**config.mk**
```make
export PLATFORM = sky130hd
export DESIGN_NAME = vscale_param_gen
export DESIGN_NICKNAME = d
export VERILOG_FILES = /design/src/rtl/vsp_pkg.sv /design/src/rtl/vsp_mode_sel.sv /design/src/rtl/vsp_divider.sv /design/src/rtl/vsp_derive.sv /design/src/rtl/vscale_param_gen.sv
export SDC_FILE = /design/constraint.sdc
export NUM_CORES = 1
export LEC_CHECK = 0
export BUFFER_PORTS_ARGS = -buffer_cell sky130_fd_sc_hd__buf_2
export CORE_ASPECT_RATIO = 1.1
export CORE_UTILIZATION = 47
export DETAILED_ROUTE_END_ITERATION = 7
export MAX_ROUTING_LAYER = met4
export PLACE_DENSITY = 0.69
export SYNTH_ARGS = -nofsm -noshare
export SYNTH_HDL_FRONTEND = slang
export SYNTH_SLANG_ARGS = --single-unit
```
**constraint.sdc**
```tcl
create_clock -name clk_i -period 4.7 [get_ports clk_i]
set_clock_uncertainty 0.15 [all_clocks]
set_input_delay 0.94 -clock clk_i [delete_from_list [all_inputs] [get_ports clk_i]]
set_output_delay 0.94 -clock clk_i [all_outputs]
set_load 0.005 [all_outputs]
```
**src/rtl/vsp_pkg.sv**
```systemverilog
package vsp_pkg;
  // encoding doubles as the divider field code
  typedef enum logic [1:0] {
    MODE_ENL  = 2'b00,
    MODE_HALF = 2'b01,
    MODE_QTR  = 2'b10
  } vsp_mode_e;

  function automatic logic [1:0] pre_shift(input vsp_mode_e m);
    case (m)
      MODE_HALF: pre_shift = 2'd1;
      MODE_QTR:  pre_shift = 2'd2;
      default:   pre_shift = 2'd0;
    endcase
  endfunction
endpackage

```
**src/rtl/vsp_mode_sel.sv**
```systemverilog
module vsp_mode_sel
  import vsp_pkg::*;
#(
  parameter int H_W     = 16,
  parameter int FRAC_SH = 21,
  localparam int DVD_W  = H_W + FRAC_SH
) (
  input  logic [H_W-1:0]   src_h_i,
  input  logic [H_W-1:0]   dst_h_i,
  output vsp_mode_e        mode_o,
  output logic [DVD_W-1:0] dividend_o
);
  logic [H_W:0]   dst_x2;
  logic [H_W-1:0] src_pre;

  assign dst_x2 = {dst_h_i, 1'b0};

  always_comb begin
    if (dst_h_i >= src_h_i)            mode_o = MODE_ENL;
    else if (dst_x2 >= {1'b0, src_h_i}) mode_o = MODE_HALF;
    else                               mode_o = MODE_QTR;
  end

  assign src_pre    = src_h_i >> pre_shift(mode_o);
  assign dividend_o = DVD_W'(src_pre) << FRAC_SH;
endmodule

```
**src/rtl/vsp_divider.sv**
```systemverilog
module vsp_divider #(
  parameter int DVD_W = 37,
  parameter int DSR_W = 16,
  localparam int CNT_W = $clog2(DVD_W + 1)
) (
  input  logic             clk_i,
  input  logic             rst_ni,
  input  logic             start_i,
  input  logic [DVD_W-1:0] dividend_i,
  input  logic [DSR_W-1:0] divisor_i,
  output logic             done_o,
  output logic [DVD_W-1:0] quot_o
);
  logic             run_q, done_q;
  logic [CNT_W-1:0] cnt_q;
  logic [DSR_W:0]   rem_q, trial, rem_n;
  logic [DVD_W-1:0] quo_q;
  logic [DSR_W-1:0] dsr_q;
  logic             ge;

  // restoring step: shift in next dividend bit, subtract if it fits
  assign trial = {rem_q[DSR_W-1:0], quo_q[DVD_W-1]};
  assign ge    = trial >= {1'b0, dsr_q};
  assign rem_n = ge ? trial - {1'b0, dsr_q} : trial;

  always_ff @(posedge clk_i or negedge rst_ni) begin
    if (!rst_ni) begin
      run_q  <= 1'b0;
      done_q <= 1'b0;
      cnt_q  <= '0;
      rem_q  <= '0;
      quo_q  <= '0;
      dsr_q  <= '0;
    end else begin
      done_q <= 1'b0;
      if (start_i) begin
        run_q <= 1'b1;
        cnt_q <= '0;
        rem_q <= '0;
        quo_q <= dividend_i;
        dsr_q <= divisor_i;
      end else if (run_q) begin
        rem_q <= rem_n;
        quo_q <= {quo_q[DVD_W-2:0], ge};
        cnt_q <= cnt_q + 1'b1;
        if (cnt_q == CNT_W'(DVD_W - 1)) begin
          run_q  <= 1'b0;
          done_q <= 1'b1;
        end
      end
    end
  end

  assign done_o = done_q;
  assign quot_o = quo_q;
endmodule

```
**src/rtl/vsp_derive.sv**
```systemverilog
module vsp_derive
  import vsp_pkg::*;
#(
  parameter int             Q_W      = 32,
  parameter logic [Q_W-1:0] STEP_OFF = 'h514
) (
  input  logic [Q_W-1:0] master_i,
  input  vsp_mode_e      mode_i,
  output logic [Q_W-1:0] y_a_o,
  output logic [Q_W-1:0] y_b_o,
  output logic [Q_W-1:0] y_c_o,
  output logic [Q_W-1:0] c_a_o,
  output logic [Q_W-1:0] c_b_o,
  output logic [Q_W-1:0] c_c_o,
  output logic [Q_W-1:0] c_d_o
);
  logic enl;
  assign enl = (mode_i == MODE_ENL);

  assign y_a_o = master_i >> 2;
  assign y_b_o = y_a_o + STEP_OFF;
  assign y_c_o = master_i;
  assign c_a_o = enl ? (master_i >> 2) : (master_i >> 3);
  assign c_b_o = c_a_o + STEP_OFF;
  assign c_c_o = enl ? (master_i >> 1) : master_i;
  assign c_d_o = c_c_o;
endmodule

```
**src/rtl/vscale_param_gen.sv**
```systemverilog
module vscale_param_gen
  import vsp_pkg::*;
#(
  parameter int             H_W      = 16,
  parameter int             FRAC_SH  = 21,
  parameter int             Q_W      = 32,
  parameter int             CTRL_W   = 16,
  parameter logic [Q_W-1:0] STEP_OFF = 'h514,
  localparam int            DVD_W    = H_W + FRAC_SH
) (
  input  logic              clk_i,
  input  logic              rst_ni,
  input  logic              start_i,
  input  logic [H_W-1:0]    src_h_i,
  input  logic [H_W-1:0]    dst_h_i,
  output logic              busy_o,
  output logic              valid_o,
  output logic              err_o,
  output logic [Q_W-1:0]    master_o,
  output logic [CTRL_W-1:0] div_ctrl_o,
  output logic [Q_W-1:0]    y_step_a_o,
  output logic [Q_W-1:0]    y_step_b_o,
  output logic [Q_W-1:0]    y_step_c_o,
  output logic [Q_W-1:0]    c_step_a_o,
  output logic [Q_W-1:0]    c_step_b_o,
  output logic [Q_W-1:0]    c_step_c_o,
  output logic [Q_W-1:0]    c_step_d_o
);
  vsp_mode_e        mode_c, mode_q;
  logic [DVD_W-1:0] dividend, quot;
  logic             acc, zero_hit, done;
  logic             busy_q, valid_q, err_q;
  logic [Q_W-1:0]   master_c;
  logic [Q_W-1:0]   y_a, y_b, y_c, c_a, c_b, c_c, c_d;

  vsp_mode_sel #(.H_W(H_W), .FRAC_SH(FRAC_SH)) i_mode_sel (
    .src_h_i   (src_h_i),
    .dst_h_i   (dst_h_i),
    .mode_o    (mode_c),
    .dividend_o(dividend)
  );

  assign acc      = start_i && !busy_q && (dst_h_i != '0);
  assign zero_hit = start_i && !busy_q && (dst_h_i == '0);

  vsp_divider #(.DVD_W(DVD_W), .DSR_W(H_W)) i_divider (
    .clk_i     (clk_i),
    .rst_ni    (rst_ni),
    .start_i   (acc),
    .dividend_i(dividend),
    .divisor_i (dst_h_i),
    .done_o    (done),
    .quot_o    (quot)
  );

  assign master_c = Q_W'(quot);

  vsp_derive #(.Q_W(Q_W), .STEP_OFF(STEP_OFF)) i_derive (
    .master_i(master_c),
    .mode_i  (mode_q),
    .y_a_o   (y_a),
    .y_b_o   (y_b),
    .y_c_o   (y_c),
    .c_a_o   (c_a),
    .c_b_o   (c_b),
    .c_c_o   (c_c),
    .c_d_o   (c_d)
  );

  always_ff @(posedge clk_i or negedge rst_ni) begin
    if (!rst_ni) begin
      mode_q     <= MODE_ENL;
      busy_q     <= 1'b0;
      valid_q    <= 1'b0;
      err_q      <= 1'b0;
      master_o   <= '0;
      div_ctrl_o <= '0;
      y_step_a_o <= '0;
      y_step_b_o <= '0;
      y_step_c_o <= '0;
      c_step_a_o <= '0;
      c_step_b_o <= '0;
      c_step_c_o <= '0;
      c_step_d_o <= '0;
    end else begin
      valid_q <= done;
      if (acc) begin
        mode_q <= mode_c;
        busy_q <= 1'b1;
        err_q  <= 1'b0;
      end else if (zero_hit) begin
        err_q <= 1'b1;
      end
      if (done) begin
        busy_q     <= 1'b0;
        master_o   <= master_c;
        div_ctrl_o <= '0;
        div_ctrl_o[1:0] <= mode_q;
        div_ctrl_o[9:8] <= mode_q;
        y_step_a_o <= y_a;
        y_step_b_o <= y_b;
        y_step_c_o <= y_c;
        c_step_a_o <= c_a;
        c_step_b_o <= c_b;
        c_step_c_o <= c_c;
        c_step_d_o <= c_d;
      end
    end
  end

  assign busy_o  = busy_q;
  assign valid_o = valid_q;
  assign err_o   = err_q;
endmodule

```
Yosys cells after proc, flatten, opt, wreduce, memory -nomap -nowiden
Index checks and enable logic that the tools add are counted.
W data, S select, Z words.
{ "totals": {"ff_bits": 276, "input_bits": 35, "out_inout_bits": 275, "elab_cells": 60} }
{ "classes": {"add_sub_neg": 4, "n_lt_le_gt_ge": 3, "n_eq_ne": 3, "n_shift": 1, "muxes": 22, "n_reduce_logical": 10} }
{ "ops": {"columns": ["cell", "count"], "rows": [
  ["$mux W37", 2],
  ["$mux W16", 3],
  ["$ge A17 B16 Y1", 2],
  ["$add A32 B11 Y32 const B", 1],
  ["$mux W32", 1],
  ["$add A30 B11 Y31 const B", 1],
  ["$mux W30", 1],
  ["$ge A16 B16 Y1", 1],
  ["$logic_not A16 Y1", 1],
  ["$reduce_bool A16 Y1", 1],
  ["$shr A16 B2 Y16", 1],
  ["$sub A16 B16 Y16", 1],
  ["$mux W6", 2],
  ["$mux W1", 10],
  ["$add A6 B1 Y6 const B", 1],
  ["$eq A6 B6 Y1 const B", 1],
  ["$reduce_bool A2 Y1", 3],
  ["$mux W2", 2],
  ["$pmux W2 S2", 1],
  ["$logic_and A1 B1 Y1", 3],
  ["$eq A2 B1 Y1 const B", 1],
  ["$eq A2 B2 Y1 const B", 1],
  ["$logic_not A2 Y1", 1],
  ["$logic_not A1 Y1", 1]
]} }

Depth between registers and ports, before layout
Gate-level depths: netlist of run 1.
{ "logic_depth": {"ltp_word": 7, "depth_mapped": 18, "mapped_depth_nobuf": 11} }

By module
Synthesis of run 1 repeated with hierarchy kept, for this count alone.
{ "unflattened": {"cells_unflattened": 1668, "area_unflattened_um2": 18275.0} }
{ "modules_own_cells": {"columns": ["module", "n_inst", "cells_each", "area_each_um2", "seq_area_each_um2"], "rows": [
  ["vscale_param_gen", 1, 577, 9835.7, 6581.3],
  ["vsp_divider", 1, 473, 4468.0, 1926.8],
  ["vsp_derive", 1, 441, 2771.4, 0.0],
  ["vsp_mode_sel", 1, 177, 1199.9, 0.0]
]} }

Worst setup path after synthesis of run 1
Ideal clock, no wire load.
{ "synth_timing": {"path_kind": "register -> register", "from": "register mode_q[0]", "to": "register c_step_b_o[24]", "setup_time_ps": 130, "arrival_ps": 3417, "t_required_ps": 4420, "setup_slack_ps": 1003, "stages_incl_launch_ff": 19, "n_path_buf": 7, "synth_period_minus_slack_ps": 3697, "path_cell_list": "dfrtp_1 clkbuf_2 or2_2 buf_2 clkbuf_1 clkbuf_1 clkbuf_1 nand2_1 nand2_1 ha_1 clkbuf_1 o2111a_1 o21ai_0 a22oi_2 and2_1 buf_2 a41oi_1 a22oi_1 o21ai_0"} }
{ "synth_via": {"elab_chain_cells": 3} }
{ "synth_lines": {"columns": ["element", "line", "rtl"], "rows": [
  ["start, declared", "vscale_param_gen.sv:29", "vsp_mode_e mode_c, mode_q;"],
  ["start signal, assigned", "vscale_param_gen.sv:88", "mode_q <= mode_c;"],
  ["$logic_not A2 Y1", "vsp_derive.sv:18", "assign enl = (mode_i == MODE_ENL);"],
  ["$mux W30", "vsp_derive.sv:23", "assign c_a_o = enl ? (master_i >> 2) : (master_i >> 3);"],
  ["via c_a[3]", "vscale_param_gen.sv:34", "logic [Q_W-1:0] y_a, y_b, y_c, c_a, c_b, c_c, c_d;"],
  ["$add A32 B11 Y32", "vsp_derive.sv:24", "assign c_b_o = c_a_o + STEP_OFF;"],
  ["end signal, assigned", "vscale_param_gen.sv:82", "c_step_b_o <= '0;"],
  ["end signal, assigned", "vscale_param_gen.sv:104", "c_step_b_o <= c_b;"],
  ["end, declared", "vscale_param_gen.sv:25", "output logic [Q_W-1:0] c_step_b_o,"]
]} }
The timed path passes the listed nets, and every way through them passes these cells.
A chain may end at the register's enable or synchronous reset.

Worst setup path after layout of run 1
{ "layout_timing": {"from": "register mode_q[1]", "to": "register c_step_b_o[26]"} }
The elaborated chain is that of the path after synthesis.

==> metrics.md, run 1 <==
| Metric | Value |
|---|---|
| Finished Cell Area | `15520 sq um` |
| Worst Path Arrival | `3.96 ns` |
| Crit Path Max Fanout | `12` |
| Max Freq | `271.5 MHz` |
| Worst-case vdd ir drop | `412.5 uV` |
| Share of layout cells above drive strength 1 | `25.14%` |
| Clock Tree Root | `clkbuf_16` |
| Die Y | `182.4 um` |
| Antenna fix cells | `0` |
| Crit path capture type | `flip-flop` |
| Final setup fails | `0` |
| Total GRT Usage | `25.18%` |
| Setup TNS | `0 ns` |
| Slew @ Worst Pin | `1.151 ns` |
| Synthesized cell area | `13910 sq um` |
| Std-Cell Rows | `65` |
| Antenna violations before repair | `0` |
| Worst setup SP type | `flip-flop` |
| Max-Cap Viols | `0` |
| Horiz. Die Dim | `166.0 um` |
| Post-synth cell types | `75` |
| Maximum number of pins on one net before global-route repair | `131` |
| Clock Sinks | `236` |
| Average size of a mapped cell | `9.144 sq um` |
| EDFF count, synth | `0` |
| Number of synthesized register bits | `236` |
| Leak pwr | `7.429 nW` |
| Final Hold Fails | `0` |
| Relative slew slack | `23.07%` |
| Filler instances | `2645` |
| Failing checks | `design-rule violations` |
| Final Max Tran Viols | `0` |
| Hold bufs inserted after CTS | `0` |
| Crit share post-route | `78.36%` |
| Clock transition at path regs | `0.06 ns` |
| DRT iter0 DRCs | `979` |
| NumNets Final | `1726` |
| Async SR Flop Fraction | `100.0%` |
| Area Overhead vs Synth | `11.62%` |
| Reg2Reg Depth | `11` |
| R2r startpoint | `mode_q[1]` |
| Unrepaired setup endpoints after global routing | `false` |
| Clock Tree Buf Depth | `3` |
| CTS resizes | `0` |
| I/O Buffers | `291` |
| Status | `finished, violations left` |
| Worst Path Required | `4.98 ns` |
| Num CTS Buffers | `26` |
| Grt ovf | `0` |
| Most frequent cells in the layout | `buf_2 (290), dfrtp_1 (234), nor2_1 (162)` |
| Post-CTS Setup Repair Bufs | `0` |
| Post-synthesis sequential area ratio | `42.46%` |
| Die area | `30290 sq um` |
| Fin cells | `2023` |
| Antenna-violating nets left | `0` |
| Worst r2r dst | `c_step_b_o[26]` |
| Starting Density | `48.17%` |
| CTS tree | `yes` |
| Pwr/cell area | `596.1 nW/um^2` |
| Setup crit start | `mode_q[1]` |
| Vias/cell | `5.685` |
| Yosys warns | `0` |
| DPL Wire Length | `26110 um` |
| Htree depth | `1` |
| Kind of critical path | `flip-flop to flip-flop` |
| Post-Synthesis Cells | `1521` |
| Total power | `9.254 mW` |
| Main synth FF type | `dfrtp_1` |
| First-pass GRT wire length | `60020 um` |
| Pre-antenna DRT Iters | `8` |
| Routability cong. | `0.8711` |
| Routed len/inst | `18.60 um` |
| Commonest non-fill, non-tap cell in the layout | `buf_2` |
| Core region area | `28870 sq um` |
| Vias in the first global route | `10820` |
| Reg2Reg Setup Slack | `1.02 ns` |
| Hold WS | `0.2794 ns` |
| Ports | `310` |
| Post-Place Cell Area | `14690 sq um` |
| Via count | `11501` |
| Clk_lat worst skew | `0.53 ns` |
| Min Tclk post-route | `3.683 ns` |
| Drt total wl | `37630 um` |
| DRC violations left | `27` |
| Hold Crit Class | `primary input to asynchronous set/reset pin` |
| Dpl cells | `1979` |
-- through the flow --
| stage | setup WS (ns) | util, % |
|---|---|---|
| 2_1_floorplan | 1.003 | - |
| 3_3_place_gp | 1.106 | 50.89 |
| 3_5_place_dp | 1.030 | 50.89 |
| 4_1_cts | 1.048 | 53.77 |
| 5_1_grt | 0.7687 | 53.77 |
| 6_report | 1.017 | 53.77 |
-- layout make-up --
class / count / area, sq um / area share, %
Multi-Input combinational cell: 1015 / 6531 / 42.07
Clock buffer: 39 / 800.8 / 5.158
Timing Repair Buffer: 305 / 1584 / 10.20
Tap cell: 368 / 460.4 / 2.966
Inverter: 55 / 206.4 / 1.330
Clock inverter: 5 / 31.28 / 0.2015
Sequential cell: 236 / 5911 / 38.07
-- critical path, stage by stage (launching register included) --
cell and delay [ns]:
dfrtp_1 0.53, nor2_4 0.34, nand2_1 0.15, nand2_1 0.11, ha_1 0.34, o2111a_1 0.25
o21ai_0 0.13, a22oi_2 0.53, and2_1 0.52, nand3_1 0.15, xor2_1 0.18, o221ai_1 0.19
-- power breakdown --
part | leakage, nW | total (mW) | switching, mW | internal, mW
sequential | 2.84 | 3.44 | 0.823 | 2.62
combinational | 4.18 | 3.83 | 2.15 | 1.68
clock | 0.411 | 1.98 | 0.817 | 1.17
total | 7.43 | 9.25 | 3.79 | 5.46
-- metal layers --
metal	up-vias	part of all wire (%)	routed length (um)	track usage (%)
met4	0	2.2	816	6.206
met2	384	49	18410	42.09
met3	59	5.9	2202	3.665
li1	5414	-	-	-
met1	5644	43	16200	32.19
met5	-	0	0	-
-- cell families after synthesis --
family                     after synthesis  share of synthesized area, %
AOI/OAI and AO/OA                      377                         17.35
and+or+nand+nor                        417                         13.48
other                                    1                       0.02696
muxes                                   94                         7.215
adders and majority gates               52                         4.732
DFF                                    236                         42.46
xor gates and xnor gates                57                         3.589
buffers and inverters                  287                         11.15
-- cell usage after synthesis (7+ instances only) --
cell      instances  share of area [%]
and2_1           14               0.63
mux2_2           46                3.7
nand4_1          19               0.85
inv_1            54                1.5
o21ai_0          96                3.5
nand2_1         125                3.4
nand3_1          28                1.0
xnor2_1          28                1.8
a211oi_1          7               0.38
nor3_1           10               0.36
xor2_1           29                1.8
dfrtp_1         236                 42
buf_2            11               0.40
nor2b_1          10               0.45
a221o_1          12               0.86
clkbuf_1         89                2.4
o21a_1            7               0.38
buf_4           120                6.5
buf_1            10               0.27
nor2_1          163                4.4
and3_1           16               0.72
a21oi_1         109                3.9
a21o_1           15               0.81
ha_1             51                4.6
a31oi_1          50                2.2
mux2i_1          47                3.4
-- how the worst max path moves through the flow --
stage | slack [ns] | to | cells after the start
2_1_floorplan | 1.00 | c_step_b_o[24] | 18
3_3_place_gp | 1.11 | i_divider.quot_o[29] | 10
3_5_place_dp | 1.03 | i_divider.quot_o[23] | 10
4_1_cts | 1.05 | c_step_b_o[26] | 11
5_1_grt | 0.77 | c_step_b_o[24] | 11
6_report | 1.02 | c_step_b_o[26] | 11
-- state kept, by name, summed over array words and instances, names as in the netlist, 2 cells and up --
name,count
y_step_c_o,32
c_step_a_o,30
i_divider.rem_q,16
c_step_b_o,29
y_step_b_o,29
c_step_d_o,32
div_ctrl_o,2
i_divider.cnt_q,6
i_divider.dsr_q,16
mode_q,2
i_divider.quot_o,37
(Power assumes the default switching activity.)
==> run 2: changes to the inputs <==
==> constraint.sdc (replaced) <==
create_clock -name clk_i -period 3.5 [get_ports clk_i]
set_clock_uncertainty 0.15 [all_clocks]
set_input_delay 0.7 -clock clk_i [delete_from_list [all_inputs] [get_ports clk_i]]
set_output_delay 0.7 -clock clk_i [all_outputs]
set_load 0.005 [all_outputs]
==> run 2 against run 1 <==
  * The run still ends with design-rule violations left
  * Via count grew 1.9%
  * Wire length grew 2.9%
  * Core utilization grew 1.2 points
  * Cell area grew 2.3%
  * Setup slack lost 0.72 ns
  * Flip-flop and latch count is the same
  * Non-clock buffer count grew 30
  * Global-route usage grew 0.76 points
  * Sequential share of layout area shrank 0.86 points
  * Sequential power grew 27%
  * Critical path type unchanged
==> metrics.md, run 2 (synthesis results as in run 1) <==
| Metric | Value |
|---|---|
| CTS resizes | `0` |
| Area Overhead vs Synth | `14.20%` |
| Pwr/cell area | `815.3 nW/um^2` |
| DR WL met2 | `19190 um` |
| Final Max Tran Viols | `0` |
| Min Tclk post-route | `3.206 ns` |
| DRC violations left | `27` |
| Pre-antenna DRT Iters | `7` |
| CP max stage cell | `a22oi_2` |
| Antenna violations before repair | `0` |
| Unrepaired setup endpoints after global routing | `false` |
| CTS tree | `yes` |
| Die Y | `182.4 um` |
| Place WS | `0.3579 ns` |
| Crit share post-route | `91.61%` |
| Maximum number of pins on one net before global-route repair | `80` |
| Final setup fails | `0` |
| Filler instances | `2644` |
| Starting Density | `48.17%` |
| CP most frequent cell | `nand2_1` |
| Post-CTS Setup Repair Bufs | `0` |
| Gate power share | `43.6%` |
| Total GRT Usage | `25.94%` |
| Wire length on met3 | `2374 um` |
| Hold Crit Class | `primary input to asynchronous set/reset pin` |
| DPL Wire Length | `27630 um` |
| Worst setup SP type | `flip-flop` |
| DRT iter0 DRCs | `1045` |
| Ports | `310` |
| Kind of critical path | `flip-flop to flip-flop` |
| Max Freq | `311.9 MHz` |
| Crit Path Max Fanout | `11` |
| Worst-case vdd ir drop | `421.9 uV` |
| Worst setup margin | `0.2938 ns` |
| Vias/cell | `5.700` |
| Relative slew slack | `37.12%` |
| Clock Sinks | `236` |
| Drt total wl | `38700 um` |
| Max-Cap Viols | `0` |
| Setup TNS | `0 ns` |
| Status | `finished, violations left` |
| Clock transition at path regs | `0.06 ns` |
| Multi-input combinational cell area | `6531 sq um` |
| Routability cong. | `0.8936` |
| Max layer used | `met4` |
| Sequential cell area | `5911 sq um` |
| Hold bufs inserted after CTS | `0` |
| First-pass GRT wire length | `61310 um` |
| Final Hold Fails | `0` |
| Seq pwr share | `33.6%` |
| Std-Cell Rows | `65` |
| DRT met1 WL | `16020 um` |
| I/O Buffers | `291` |
| Psw | `5.200 mW` |
| Via count | `11719` |
| Leak pwr | `7.636 nW` |
| Clock Tree Buf Depth | `3` |
| Critical Path Max Stage Delay | `0.55 ns` |
| Vias in the first global route | `11155` |
| Antenna-violating nets left | `0` |
| Failing checks | `design-rule violations` |
| Htree depth | `1` |
| Crit path capture type | `flip-flop` |
| Cell-internal power | `7.751 mW` |
| Clock share of power | `22.8%` |
| Grt ovf | `0` |
| Worst Path Required | `3.78 ns` |
| Die area | `30290 sq um` |
| Clk_lat worst skew | `0.53 ns` |
| Largest register FFs | `37` |
| Worst Path Arrival | `3.49 ns` |
| Share of layout cells above drive strength 1 | `26.66%` |
| Most frequent cells in the layout | `buf_2 (290), dfrtp_1 (234), nor2_1 (162)` |
| Crit path cell chain | `or2_2 -> nand2_1 -> nand2_1 -> ha_1 -> o2111a_1 -> o21ai_0 -> a22oi_2 -> and2_1 -> nand3_1 -> xor2_1 -> o221ai_1` |
| Commonest non-fill, non-tap cell in the layout | `buf_2` |
| Antenna fix cells | `0` |
| NumNets Final | `1756` |
| Switching Share | `40.15%` |
| Crit-path leading delay family | `simple AND/OR/NAND/NOR gates` |
| Clock Tree Root | `clkbuf_16` |
| Buffers & Inverters on Critical Path | `0` |
| Slew @ Worst Pin | `0.9432 ns` |
| Horiz. Die Dim | `166.0 um` |
| Num CTS Buffers | `26` |
| Routed len/inst | `18.82 um` |
| Core region area | `28870 sq um` |
==> run 2: changes by cell type in the layout (fill, tap and decap cells not counted) <==
cell,before,now
buf_4,13,40
clkinv_4,1,2
clkbuf_1,4,3
buf_12,1,4
clkinvlp_4,1,2
bufinv_16,0,4
o21ai_1,1,2
clkinv_2,3,4
o21ai_0,95,94
clkbuf_8,8,5
==> run 2: routing by layer <==
| metal | vias up | global-route usage, % |
|---|---|---|
| met4 | 0 | 8.598 |
| met5 | - | - |
| met2 | 436 | 43.92 |
| met3 | 82 | 3.578 |
| met1 | 5716 | 31.99 |
| li1 | 5485 | - |
==> run 2: through the flow <==
stage               cell area [sq um]  util (%)  hold slack, ns  power [mW]  instances
floorplan                       13980         -          0.2019       8.258       1538
global placement                14960     51.80          0.3140       9.906       2009
detailed placement              14960     51.80          0.3229       10.00       2009
CTS                             15880     55.02         0.04010       12.99       2056
global route                    15880     55.02         0.05299       13.81       2056
finish                          15880     55.02         0.01333       12.95       2056
==> run 2: area by class of cell <==
cell class / instances / share of cell area (%)
flip-flops and latches: 236 / 37.21
clock inverters: 12 / 1.087
well taps: 368 / 2.899
multi-input cells: 1015 / 41.12
inverters: 55 / 1.300
repair buffers: 335 / 11.63
clock buffers: 35 / 4.758
==> run 2: path summary, 6_finish.rpt <==
| check | from | endpoint | slack, ns | cells after the start |
|---|---|---|---|---|
| hold reg to reg | c_step_a_o[2] | c_step_a_o[2] | 0.33 | 1 |
| setup / recovery | mode_q[0] | c_step_b_o[26] | 0.29 | 11 |
| min in group clk_i | dst_h_i[4] | i_divider.dsr_q[4] | 0.29 | 3 |
| setup reg to reg | mode_q[0] | c_step_b_o[26] | 0.29 | 11 |
| max in group asynchronous | rst_ni | y_step_c_o[9] | 2.44 | 2 |
| hold / removal | rst_ni | c_step_d_o[14] | 0.01 | 1 |
==> run 2: power by group through the flow <==
stage	Clock [mW]	Combinational (mW)	Sequential (mW)
2_1_floorplan	0	4.24	4.02
3_3_place_gp	0	5.54	4.37
3_5_place_dp	0	5.62	4.39
4_1_cts	2.99	5.65	4.35
5_1_grt	3.10	6.24	4.46
6_report	2.95	5.65	4.36
